===== config.mk =====
export PLATFORM = sky130hd
export DESIGN_NAME = aud_fmt_rx
export DESIGN_NICKNAME = d
export VERILOG_FILES = /design/src/rtl/aud_fmt_pkg.sv /design/src/rtl/aud_fmt_sync.sv /design/src/rtl/aud_fmt_slot.sv /design/src/rtl/aud_fmt_shift.sv /design/src/rtl/aud_fmt_rx.sv
export SDC_FILE = /design/constraint.sdc
export NUM_CORES = 1
export LEC_CHECK = 0
export BUFFER_PORTS_ARGS = -buffer_cell sky130_fd_sc_hd__buf_2
export CORE_MARGIN = 5
export CORE_UTILIZATION = 54
export CTS_CLUSTER_SIZE = 8
export DETAILED_ROUTE_END_ITERATION = 8
export GPL_TIMING_DRIVEN = 0
export HOLD_SLACK_MARGIN = 0.15
export PLACE_DENSITY = 0.82
export RECOVER_POWER = 25
export SYNTH_ARGS = -nofsm -noshare
export SYNTH_HDL_FRONTEND = slang
export SYNTH_SLANG_ARGS = --single-unit

===== constraint.sdc =====
create_clock -name clk -period 9.1 [get_ports clk]
set_input_delay 1.82 -clock clk [delete_from_list [all_inputs] [get_ports clk]]
set_output_delay 1.82 -clock clk [all_outputs]
set_load 0.02 [all_outputs]

===== src/rtl/aud_fmt_pkg.sv =====
package aud_fmt_pkg;

    localparam int WORD_W   = 24;
    localparam int SHORT_W  = 16;
    localparam int SLOT_MAX = 32;
    localparam int CNT_W    = $clog2(SLOT_MAX + 1);
    localparam int PAD_W    = WORD_W - SHORT_W;

    typedef enum logic [1:0] {
        FMT_LJ   = 2'b00,
        FMT_I2S  = 2'b01,
        FMT_RJ16 = 2'b10,
        FMT_RJ24 = 2'b11
    } fmt_e;

    typedef logic [SLOT_MAX-1:0] slot_bits_t;
    typedef logic [WORD_W-1:0]   word_t;
    typedef logic [CNT_W-1:0]    bitcnt_t;

    typedef struct packed {
        logic  is_left;
        word_t word;
    } chan_word_t;

    // Head of a finished slot: n bits, oldest first, left-aligned into a word.
    function automatic word_t align_head(slot_bits_t sh, bitcnt_t n);
        slot_bits_t tmp;
        tmp = sh << (SLOT_MAX - int'(n));
        return tmp[SLOT_MAX-1 -: WORD_W];
    endfunction

    // Tail of a finished slot for the right-aligned codes.
    function automatic word_t align_tail(slot_bits_t sh, fmt_e f);
        if (f == FMT_RJ16)
            return {sh[SHORT_W-1:0], {PAD_W{1'b0}}};
        return sh[WORD_W-1:0];
    endfunction

    function automatic logic is_tail_fmt(fmt_e f);
        return (f == FMT_RJ16) || (f == FMT_RJ24);
    endfunction

    // Channel-clock level that marks the left slot.
    function automatic logic left_level(fmt_e f);
        return (f == FMT_I2S) ? 1'b0 : 1'b1;
    endfunction

endpackage


===== src/rtl/aud_fmt_sync.sv =====
module aud_fmt_sync #(
    parameter int W      = 5,
    parameter int STAGES = 2
) (
    input  logic         clk,
    input  logic         rst,
    input  logic [W-1:0] d,
    output logic [W-1:0] q
);

    logic [W-1:0] stg [STAGES];

    for (genvar g = 0; g < STAGES; g++) begin : g_stage
        if (g == 0) begin : g_first
            always_ff @(posedge clk) begin
                if (rst) stg[0] <= '0;
                else     stg[0] <= d;
            end
        end else begin : g_next
            always_ff @(posedge clk) begin
                if (rst) stg[g] <= '0;
                else     stg[g] <= stg[g-1];
            end
        end
    end

    assign q = stg[STAGES-1];

endmodule


===== src/rtl/aud_fmt_slot.sv =====
module aud_fmt_slot
    import aud_fmt_pkg::*;
(
    input  logic    clk,
    input  logic    rst,
    input  logic    clr,
    input  logic    rise,
    input  logic    lrck,
    input  fmt_e    fmt,
    output logic    slot_start,
    output logic    slot_lr,
    output bitcnt_t n_bits,
    output logic    primed
);

    logic seen_q;
    logic lrck_q;
    logic edge_q;
    logic lr_edge;

    // Channel-clock transition between two consecutive bit-clock rises.
    assign lr_edge    = rise & seen_q & (lrck != lrck_q);
    // I2S slots open one bit after the channel-clock transition.
    assign slot_start = (fmt == FMT_I2S) ? (rise & edge_q) : lr_edge;

    always_ff @(posedge clk) begin
        if (rst || clr) begin
            seen_q  <= 1'b0;
            lrck_q  <= 1'b0;
            edge_q  <= 1'b0;
            slot_lr <= 1'b0;
            n_bits  <= '0;
            primed  <= 1'b0;
        end else if (rise) begin
            seen_q <= 1'b1;
            lrck_q <= lrck;
            edge_q <= lr_edge;
            if (slot_start) begin
                n_bits  <= bitcnt_t'(1);
                slot_lr <= lrck;
                primed  <= 1'b1;
            end else if (n_bits != bitcnt_t'(SLOT_MAX)) begin
                n_bits <= n_bits + bitcnt_t'(1);
            end
        end
    end

endmodule


===== src/rtl/aud_fmt_shift.sv =====
module aud_fmt_shift
    import aud_fmt_pkg::*;
(
    input  logic       clk,
    input  logic       rst,
    input  logic       rise,
    input  logic       sdata,
    output slot_bits_t sh
);

    always_ff @(posedge clk) begin
        if (rst)       sh <= '0;
        else if (rise) sh <= {sh[SLOT_MAX-2:0], sdata};
    end

endmodule


===== src/rtl/aud_fmt_rx.sv =====
module aud_fmt_rx
    import aud_fmt_pkg::*;
#(
    parameter int SYNC_STAGES = 2
) (
    input  logic              clk,
    input  logic              rst,
    input  logic              i_sclk,
    input  logic              i_lrck,
    input  logic              i_sdata,
    input  logic [1:0]        i_mode,
    output logic [WORD_W-1:0] o_left,
    output logic              o_left_vld,
    output logic [WORD_W-1:0] o_right,
    output logic              o_right_vld,
    output logic              o_fmt_chg
);

    localparam int SYNC_W = 5;

    logic [SYNC_W-1:0] raw_in;
    logic [SYNC_W-1:0] syn_in;
    logic              sclk_s, lrck_s, sdata_s;
    fmt_e              mode_s;
    fmt_e              fmt_q;
    logic              sclk_d;
    logic              sclk_rise;
    logic              chg_now;
    logic              slot_start, slot_lr, primed;
    bitcnt_t           n_bits;
    slot_bits_t        sh;
    chan_word_t        fin;
    logic              deliver;

    assign raw_in = {i_mode, i_sdata, i_lrck, i_sclk};

    aud_fmt_sync #(.W(SYNC_W), .STAGES(SYNC_STAGES)) u_sync (
        .clk (clk),
        .rst (rst),
        .d   (raw_in),
        .q   (syn_in)
    );

    assign sclk_s  = syn_in[0];
    assign lrck_s  = syn_in[1];
    assign sdata_s = syn_in[2];
    assign mode_s  = fmt_e'(syn_in[4:3]);

    assign sclk_rise = sclk_s & ~sclk_d;
    assign chg_now   = (mode_s != fmt_q);

    aud_fmt_slot u_slot (
        .clk        (clk),
        .rst        (rst),
        .clr        (chg_now),
        .rise       (sclk_rise),
        .lrck       (lrck_s),
        .fmt        (fmt_q),
        .slot_start (slot_start),
        .slot_lr    (slot_lr),
        .n_bits     (n_bits),
        .primed     (primed)
    );

    aud_fmt_shift u_shift (
        .clk   (clk),
        .rst   (rst),
        .rise  (sclk_rise),
        .sdata (sdata_s),
        .sh    (sh)
    );

    // Word of the slot that the current edge closes (shift register not yet updated).
    always_comb begin
        fin.is_left = (slot_lr == left_level(fmt_q));
        if (is_tail_fmt(fmt_q)) fin.word = align_tail(sh, fmt_q);
        else                    fin.word = align_head(sh, n_bits);
    end

    assign deliver = slot_start & primed & ~chg_now;

    always_ff @(posedge clk) begin
        if (rst) begin
            sclk_d      <= 1'b0;
            fmt_q       <= FMT_LJ;
            o_fmt_chg   <= 1'b0;
            o_left      <= '0;
            o_right     <= '0;
            o_left_vld  <= 1'b0;
            o_right_vld <= 1'b0;
        end else begin
            sclk_d      <= sclk_s;
            fmt_q       <= mode_s;
            o_fmt_chg   <= chg_now;
            o_left_vld  <= 1'b0;
            o_right_vld <= 1'b0;
            if (deliver) begin
                if (fin.is_left) begin
                    o_left     <= fin.word;
                    o_left_vld <= 1'b1;
                end else begin
                    o_right     <= fin.word;
                    o_right_vld <= 1'b1;
                end
            end
        end
    end

endmodule


# Word level (Yosys, flattened, before mapping)
# Memories as Yosys holds them, arrays and structs flattened.
# Index checks and enable logic that the tools add are counted.
# totals
out_inout_bits	51
reg_bits	97
n_memories	1
wordCells	61
ram_bits	10
in_bits	7
# classes
eq_ne	7
addsub	2
bitwise_logic	12
n_reduce_logical	8
shifts	1
n_mux	16
# mem_list
name	words	width	read_ports	rd_clocked_by_memory_dff	wr	line_no	rtl
u_sync.stg	2	5	2	0	2	aud_fmt_sync.sv:11	logic [W-1:0] stg [STAGES];
# op_table
operator	count
$mux W24	3
$shl A32 B32 Y32	1
$mux W6	2
$mux W5	2
$mux W1	9
$reduce_and A2 Y1	4
$sub A6 B6 Y7 const A	1
$add A6 B1 Y6 const B	1
$and A1 B1 Y1	6
$ne A6 B6 Y1 const B	1
$eq A2 B2 Y1 const B	2
$not A1 Y1	4
$eq A2 B1 Y1 const B	1
$logic_or A1 B1 Y1	2
$ne A2 B2 Y1	1
$or A1 B1 Y1	2
$reduce_bool A2 Y1	1
$reduce_or A2 Y1	1
$eq A1 B1 Y1	1
$ne A1 B1 Y1	1

# Depth between registers and ports, before layout
# Gate-level depths: netlist (run 1).
# depth
word_depth	9
mapped_depth	13
ltp_nobuf	8

# By module
# A second synthesis (run 1) with hierarchy kept.
# hier_totals
hier_cells	693
area_unflattened_um2	6632.6
# by_module_without_submodules
module	instances	seq_area_each_um2	cells_each	area_per_inst_um2
aud_fmt_rx	1	1081.0	505	4639.4
aud_fmt_shift	1	640.6	103	1163.6
aud_fmt_slot	1	220.2	65	566.8
aud_fmt_sync	1	200.2	20	262.8

# Worst setup path before layout (run 1)
# No wires, ideal clock.
# synth_path
path_kind	register to register
startpoint	reg u_slot.n_bits[0]
endpoint	reg o_left[20]
t_required_ps	9014
slack_ps	6005
arrival_ps	3010
setup_time_ps	86
path_buffers	4
stages_incl_launch_ff	12
synth_period_minus_slack_ps	3095
cell_sequence	dfxtp_1 > buf_4 > buf_2 > inv_2 > ha_1 > buf_2 > buf_2 > or3b_2 > mux4_2 > o31ai_1 > a21oi_1 > a211oi_1
# synth_between
elab_chain_len	3
# synth_lines
item	line_no	rtl
from (decl)	aud_fmt_slot.sv:12	output bitcnt_t n_bits,
from (signal assigned)	aud_fmt_slot.sv:39	n_bits <= bitcnt_t'(1);
from (signal assigned)	aud_fmt_slot.sv:43	n_bits <= n_bits + bitcnt_t'(1);
$sub A6 B6 Y7	aud_fmt_pkg.sv:28	tmp = sh << (SLOT_MAX - int'(n));
$shl A32 B32 Y32	aud_fmt_pkg.sv:28	
$mux W24	aud_fmt_rx.sv:76	if (is_tail_fmt(fmt_q)) fin.word = align_tail(sh, fmt_q);
to (signal assigned)	aud_fmt_rx.sv:99	o_left <= fin.word;
to (decl)	aud_fmt_rx.sv:12	output logic [WORD_W-1:0] o_left,
# No other way between the ends.
# A chain may end at the register's enable or synchronous reset.

# Final worst setup path (run 1)
# layout_path
startpoint	reg u_slot.n_bits[0]
endpoint	reg o_left[1]
# The elaborated chain is that of the path after synthesis.

==> metrics.yaml, run 1 <==
status: "completed"
die_x_um: 118
clock-sinks: 107
synthTopCellsByCount: "nand2_1, dfxtp_1, a21oi_1, nor2_1, clkbuf_1"
worstPathCellList: "buf_4 > buf_2 > inv_2 > ha_1 > buf_2 > xor2_1 > clkbuf_1 > a21oi_1 > a211oi_1 > a21oi_1 > a211oi_1"
worst-path-stages: 11
fin_skew_ns: 0.00851
max-cap-violations: 0
slew_viol_final: 0
max_freq_mhz: 248
switchingPower_uw: 234
period_share: 0.444
slowest_delay_ns: 0.71
portBuffers: 56
cp.required_ns: 9.38
via_count: 6133
syn-cell-area_mm2: 0.00628
setup_slack_ns: 5.06
hp-class: "reg2reg"
yosysWarningCount: 0
total_power_uw: 943
placed_cells_incl_taps: 938
dp_hpwl_mm: 16.1
worst_ep_arrival_time_ns: 4.32
critPathKind: "reg2reg"
synthesis.instances: 739
nets: 815
yosysSeqAreaShare: 0.341
grt.overflow.total: 0
synthTopCellsByArea: "dfxtp_1, mux4_2, nand2_1"
rows: 39
grt_pass1_wl_mm: 33.2
cp_num_buf_inv: 5
hold_ws_ns: 0.446
leakage_nw: 2.50
yosysTopAreaCell: "dfxtp_1"
cts-htree-levels: 3
start_util: 0.550
antenna_found_initial: 0
synth_edf_count: 0
power_density_mw_per_mm2: 134
pwr-share-seq: 0.501
numCtsBuffers: 9
dr_wl_met3_mm: 1.96
layout-drive-gt1-share: 0.189
dp_worst_setup_slack_ns: 5.21
cp_slowest_cell: "xor2_1"
critPathLaunch: "u_slot.n_bits[0]"
yosys.area.top_type_share: 0.341
post-route-cell-area_mm2: 0.00703
cts_tree: "done"
vias_per_cell: 6.44
ys_types: 66
power.internal_uw: 709
ir_drop_uv: 147
synthArstFlopShare: 0
globalplace.congestion: 1.03
clkTransAtPathRegs_ns: 0.07
yosysMostFrequentCell: "nand2_1"
wl_met1_mm: 8.98
min_period_ns: 4.04
drc: 0
cpLargestDelayFamily: "buffers and inverters"
dieArea_mm2: 0.0139
grt_setup_unrepaired: "false"
grt_use_total: 0.303
drt-total-wl_mm: 21.3
reg2reg_to: "o_left[1]"
synthesis.nets: 748
ys_seq_elements: 107
post_cts_buffers: 0
grt_start_max_net_pins: 19
setup_viol: 0
clockBufferDepth: 2
worstHoldPathCells: 1
hold_buffers: 0
p_sw_frac: 0.248
postCtsResizedCells: 0
final_util: 0.616
wl_per_cell_um: 22.3
crit_fanout: 10
die_h_um: 118
slew_headroom: 0.241
worstReg2RegStart: "u_slot.n_bits[0]"
dpl_cell_area_mm2: 0.00674
clk_latency_ns: 0.36
first_global_vias: 5762
avgSynthCellArea_um2: 8.50
crit_path_end_kind: "flip-flop"
n_antenna_cell: 0
reg2reg_depth: 11
hold_viol_final: 0
p_comb_frac: 0.074
clockPowerShare: 0.425
ant_nets: 0
cts_root_buf: "clkbuf_16"
core-area_mm2: 0.0114
dr.max_layer_used: "met4"
worst_slew_pin_slew_ns: 1.14
final.setup.tns_ns: 0
dr.pass1.iters: 6
synth-main-ff-cell: "dfxtp_1"
drt_iter0_drc: 936
ios: 58
critPathCapture: "o_left[1]"
rrSetupSlack_ns: 5.06
area_growth_pct: 11.9
crit_path_start_kind: "flip-flop"
finalNonFillerCells: 953
dr_wl_met2_mm: 9.81
[power groups by stage]
stage	Clock [mW]	Sequential [mW]	Combinational, mW
floorplan	0	0.483	0.0490
global placement	0	0.483	0.0681
detailed placement	0	0.484	0.0678
CTS	0.402	0.473	0.0680
global route	0.422	0.473	0.0745
finish	0.401	0.473	0.0696
[cells in the final DEF, fill, tap and decap left out, types with 18 or more instances in the layout]
| cell type | count |
|---|---|
| buf_2 | 60 |
| nand2_1 | 118 |
| o21ai_0 | 25 |
| nand3_1 | 23 |
| clkbuf_1 | 45 |
| a211oi_1 | 18 |
| mux2i_1 | 30 |
| mux4_2 | 25 |
| dfxtp_1 | 107 |
| a21oi_1 | 74 |
| mux2_2 | 27 |
| nor2_1 | 60 |
[state kept, by name, summed over array words and instances (netlist names)]
signal,flops
u_shift.sh,32
o_left,24
o_right,24
u_sync.stg,10
u_slot.n_bits,6
fmt_q,2
o_fmt_chg,1
o_left_vld,1
o_right_vld,1
sclk_d,1
u_slot.edge_q,1
u_slot.lrck_q,1
u_slot.primed,1
u_slot.seen_q,1
u_slot.slot_lr,1
[area by class of cell]
type,instances,area [um^2]
inverters,16,60.1
clock buffers,9,225
well taps,143,179
multi-input cells,555,3790
repair buffers,56,265
fillers,1055,4390
plain buffers,61,290
clock inverters,6,76.3
flip-flops and latches,107,2140
[worst min-delay path by stage]
stage | start | end
floorplan | u_sync.stg[0][0] | u_sync.stg[1][0]
global placement | u_sync.stg[0][2] | u_sync.stg[1][2]
detailed placement | u_sync.stg[0][0] | u_sync.stg[1][0]
finish | u_sync.stg[0][1] | u_sync.stg[1][1]
global route | u_sync.stg[0][1] | u_sync.stg[1][1]
CTS | u_sync.stg[0][0] | u_sync.stg[1][0]
[cell families after synthesis]
group | Yosys count | synth area share
xor gates and xnor gates | 14 | 0.0195
DFF | 107 | 0.341
AOI/OAI and AO/OA | 198 | 0.210
and+or+nand+nor | 259 | 0.184
adders and majority gates | 2 | 0.00398
buffers and inverters | 77 | 0.0557
muxes | 82 | 0.186
[metal layers]
| metal | up-vias | track usage |
|---|---|---|
| met4 | 0 | 0.110 |
| met2 | 325 | 0.472 |
| li1 | 2814 | - |
| met1 | 2955 | 0.408 |
| met3 | 39 | 0.0716 |
| met5 | - | 0 |
No activity file was read; power rests on OpenSTA's default activity.
==> run 2, diff against run 1 <==
Settings changed: PLACE_DENSITY 0.82 to 0.84.
Clock period 9.1 ns to 3.55 ns, I/O delays scaled along.
==> run 2 against run 1 <==
Clock skew up 0.0025 ns. Worst hold slack lost 0.0086 ns. Total power grew to 2.6 times the previous value. Clock-buffer cell count unchanged. Cell count rose by 0.21%. Clock power rose to 2.6 times the previous value. Maximum frequency increased by 18%. Non-clock buffer count up 1. Final area up 1.1%. Wire length is 3.7% lower. Sequential power rose to 2.6 times the previous value. Critical path type unchanged. Critical endpoint is now o_right[18].
==> metrics.yaml, run 2 (same netlist as run 1, synthesis figures left out) <==
status: "completed"
cp.required_ns: 3.82  # -5.56 ns
mostFrequentLayoutCell: "nand2_1"
die_x_um: 118  # unchanged
rrSetupSlack_ns: 0.12  # -4.94 ns
fill_cells: 1005  # -4.7%
final_util: 0.623  # +0.00701
drc: 0  # unchanged
slowest_delay_ns: 0.71  # about the same
core-area_mm2: 0.0114  # unchanged
worst_slew_pin_slew_ns: 1.25  # +0.113 ns
clkTransAtPathRegs_ns: 0.08  # about the same
nets: 816  # +0.12%
hold_viol_final: 0  # unchanged
dieArea_mm2: 0.0139  # unchanged
top_regs: "u_shift.sh x32, o_left x24, o_right x24"
leakage_nw: 2.49  # -0.49%
grt.overflow.total: 0  # unchanged
worstPathCellList: "buf_6 > buf_6 > inv_2 > ha_1 > buf_2 > nor4b_1 > nand3_1 > a31o_1 > buf_6 > clkinv_1 > a221oi_2 > buf_4 > a211oi_1"
crit_fanout: 10  # unchanged
vias_per_cell: 6.52  # +1.4%
rows: 39  # unchanged
total_power_mw: 2.44  # +160%
multi_input_area_mm2: 0.00384  # +1.3%
via_count: 6231  # +1.6%
drt-total-wl_mm: 20.5  # -3.7%
worst_ep_arrival_time_ns: 3.70  # -0.62 ns
ir_drop_uv: 411  # +180%
dp_worst_setup_slack_ns: -0.319  # -5.53 ns
cts-htree-levels: 3  # unchanged
area_growth_pct: 13.1
layout-drive-gt1-share: 0.193  # +0.00446
grt_start_max_net_pins: 24  # +5
cts_root_buf: "clkbuf_16"
die_h_um: 118  # unchanged
max-cap-violations: 0  # unchanged
dr.pass1.iters: 5  # -1
slew_viol_final: 0  # unchanged
crit_path_end_kind: "flip-flop"
crit_path_start_kind: "flip-flop"
start_util: 0.550  # unchanged
regMostFlops: "u_shift.sh"
portBuffers: 56  # unchanged
min_period_ns: 3.43  # -0.607 ns
slew_headroom: 0.165  # -0.0756
globalplace.congestion: 1.03  # -0.30%
max_freq_mhz: 292  # +18%
largest_register_ffs: 32  # unchanged
cp_num_buf_inv: 7  # +2
cts_tree: "done"
final_cell_mix: "nand2_1, dfxtp_1, a21oi_1"
wl_per_cell_um: 21.5  # -3.9%
numCtsBuffers: 9  # unchanged
critPathMostFrequentCell: "buf_6"
clock-sinks: 107  # unchanged
setup_slack_ns: 0.120  # -4.94 ns
fin_skew_ns: 0.0110  # +0.00250 ns
ios: 58  # unchanged
critPathKind: "reg2reg"
clk_latency_ns: 0.36  # about the same
hold_buffers: 0  # unchanged
grt_pass1_wl_mm: 32.2  # -3.1%
cpLargestDelayFamily: "buffers and inverters"
drt_iter0_drc: 827  # -12%
n_antenna_cell: 0  # unchanged
clockBufferDepth: 2  # unchanged
setup_viol: 0  # unchanged
power_density_mw_per_mm2: 342  # +160%
ff_latch_area_mm2: 0.00214  # about the same
antenna_found_initial: 0  # unchanged
dp_hpwl_mm: 15.4  # -4.2%
cp_slowest_cell: "nor4b_1"
period_share: 0.966  # +0.523
hp-class: "reg2reg"
ant_nets: 0  # unchanged
first_global_vias: 5714  # -0.83%
hold_ws_ns: 0.437  # -0.00856 ns
grt_use_total: 0.288  # -0.0148
## run 2: per-stage QoR
| stage | std cells | setup TNS, ns | area [um^2] |
|---|---|---|---|
| finish | 955 | 0 | 7110 |
| global route | 955 | -0.00437 | 7110 |
| CTS | 955 | 0 | 7100 |
| detailed placement | 938 | -3.07 | 6740 |
| global placement | 938 | -1.82 | 6740 |
| floorplan | 739 | 0 | 6280 |
## run 2: worst register-to-register path, stage by stage (launching register included)
cell      delay [ns]
dfxtp_2         0.35
buf_6           0.16
buf_6           0.16
inv_2           0.21
ha_1            0.21
buf_2           0.24
nor4b_1         0.71
nand3_1         0.15
a31o_1          0.24
buf_6           0.15
clkinv_1        0.24
a221oi_2        0.12
buf_4           0.17
a211oi_1        0.24
## run 2: repair_timing
item / 4_1_cts / 5_1_grt
resized for setup: 6 / 11
buffers inserted: 1 / 0
endpoints found under the setup margin: 27 / 29
pin swaps: 0 / 0
## run 2: layer usage
layer,wire (um),track usage,vias to the layer above,part of all wire
met5,0,0,-,0
met4,819,0.117,0,0.040
met3,2170,0.0740,73,0.11
met2,9280,0.430,398,0.45
met1,8230,0.396,2942,0.40
li1,-,-,2818,-
## run 2: layout make-up
| cell class | instances | share of cell area |
|---|---|---|
| inverters | 16 | 0.00845 |
| plain buffers | 61 | 0.0431 |
| clock inverters | 7 | 0.0132 |
| repair buffers | 57 | 0.0368 |
| well taps | 143 | 0.0252 |
| multi-input cells | 555 | 0.540 |
| clock buffers | 9 | 0.0317 |
| flip-flops and latches | 107 | 0.301 |
## run 2: path summary, 6_finish.rpt
kind	start	endpoint	cells after the start
max	u_slot.n_bits[0]	o_right[18]	13
min	u_sync.stg[1][2]	u_shift.sh[0]	2
max reg2reg	u_slot.n_bits[0]	o_right[18]	13
min reg2reg	u_sync.stg[1][2]	u_shift.sh[0]	2
## run 2: where the power goes
group,total [mW],switching [mW],internal (mW)
combinational,0.181,0.122,0.0591
sequential,1.21,0.00419,1.21
clock,1.04,0.528,0.514
total,2.44,0.655,1.78
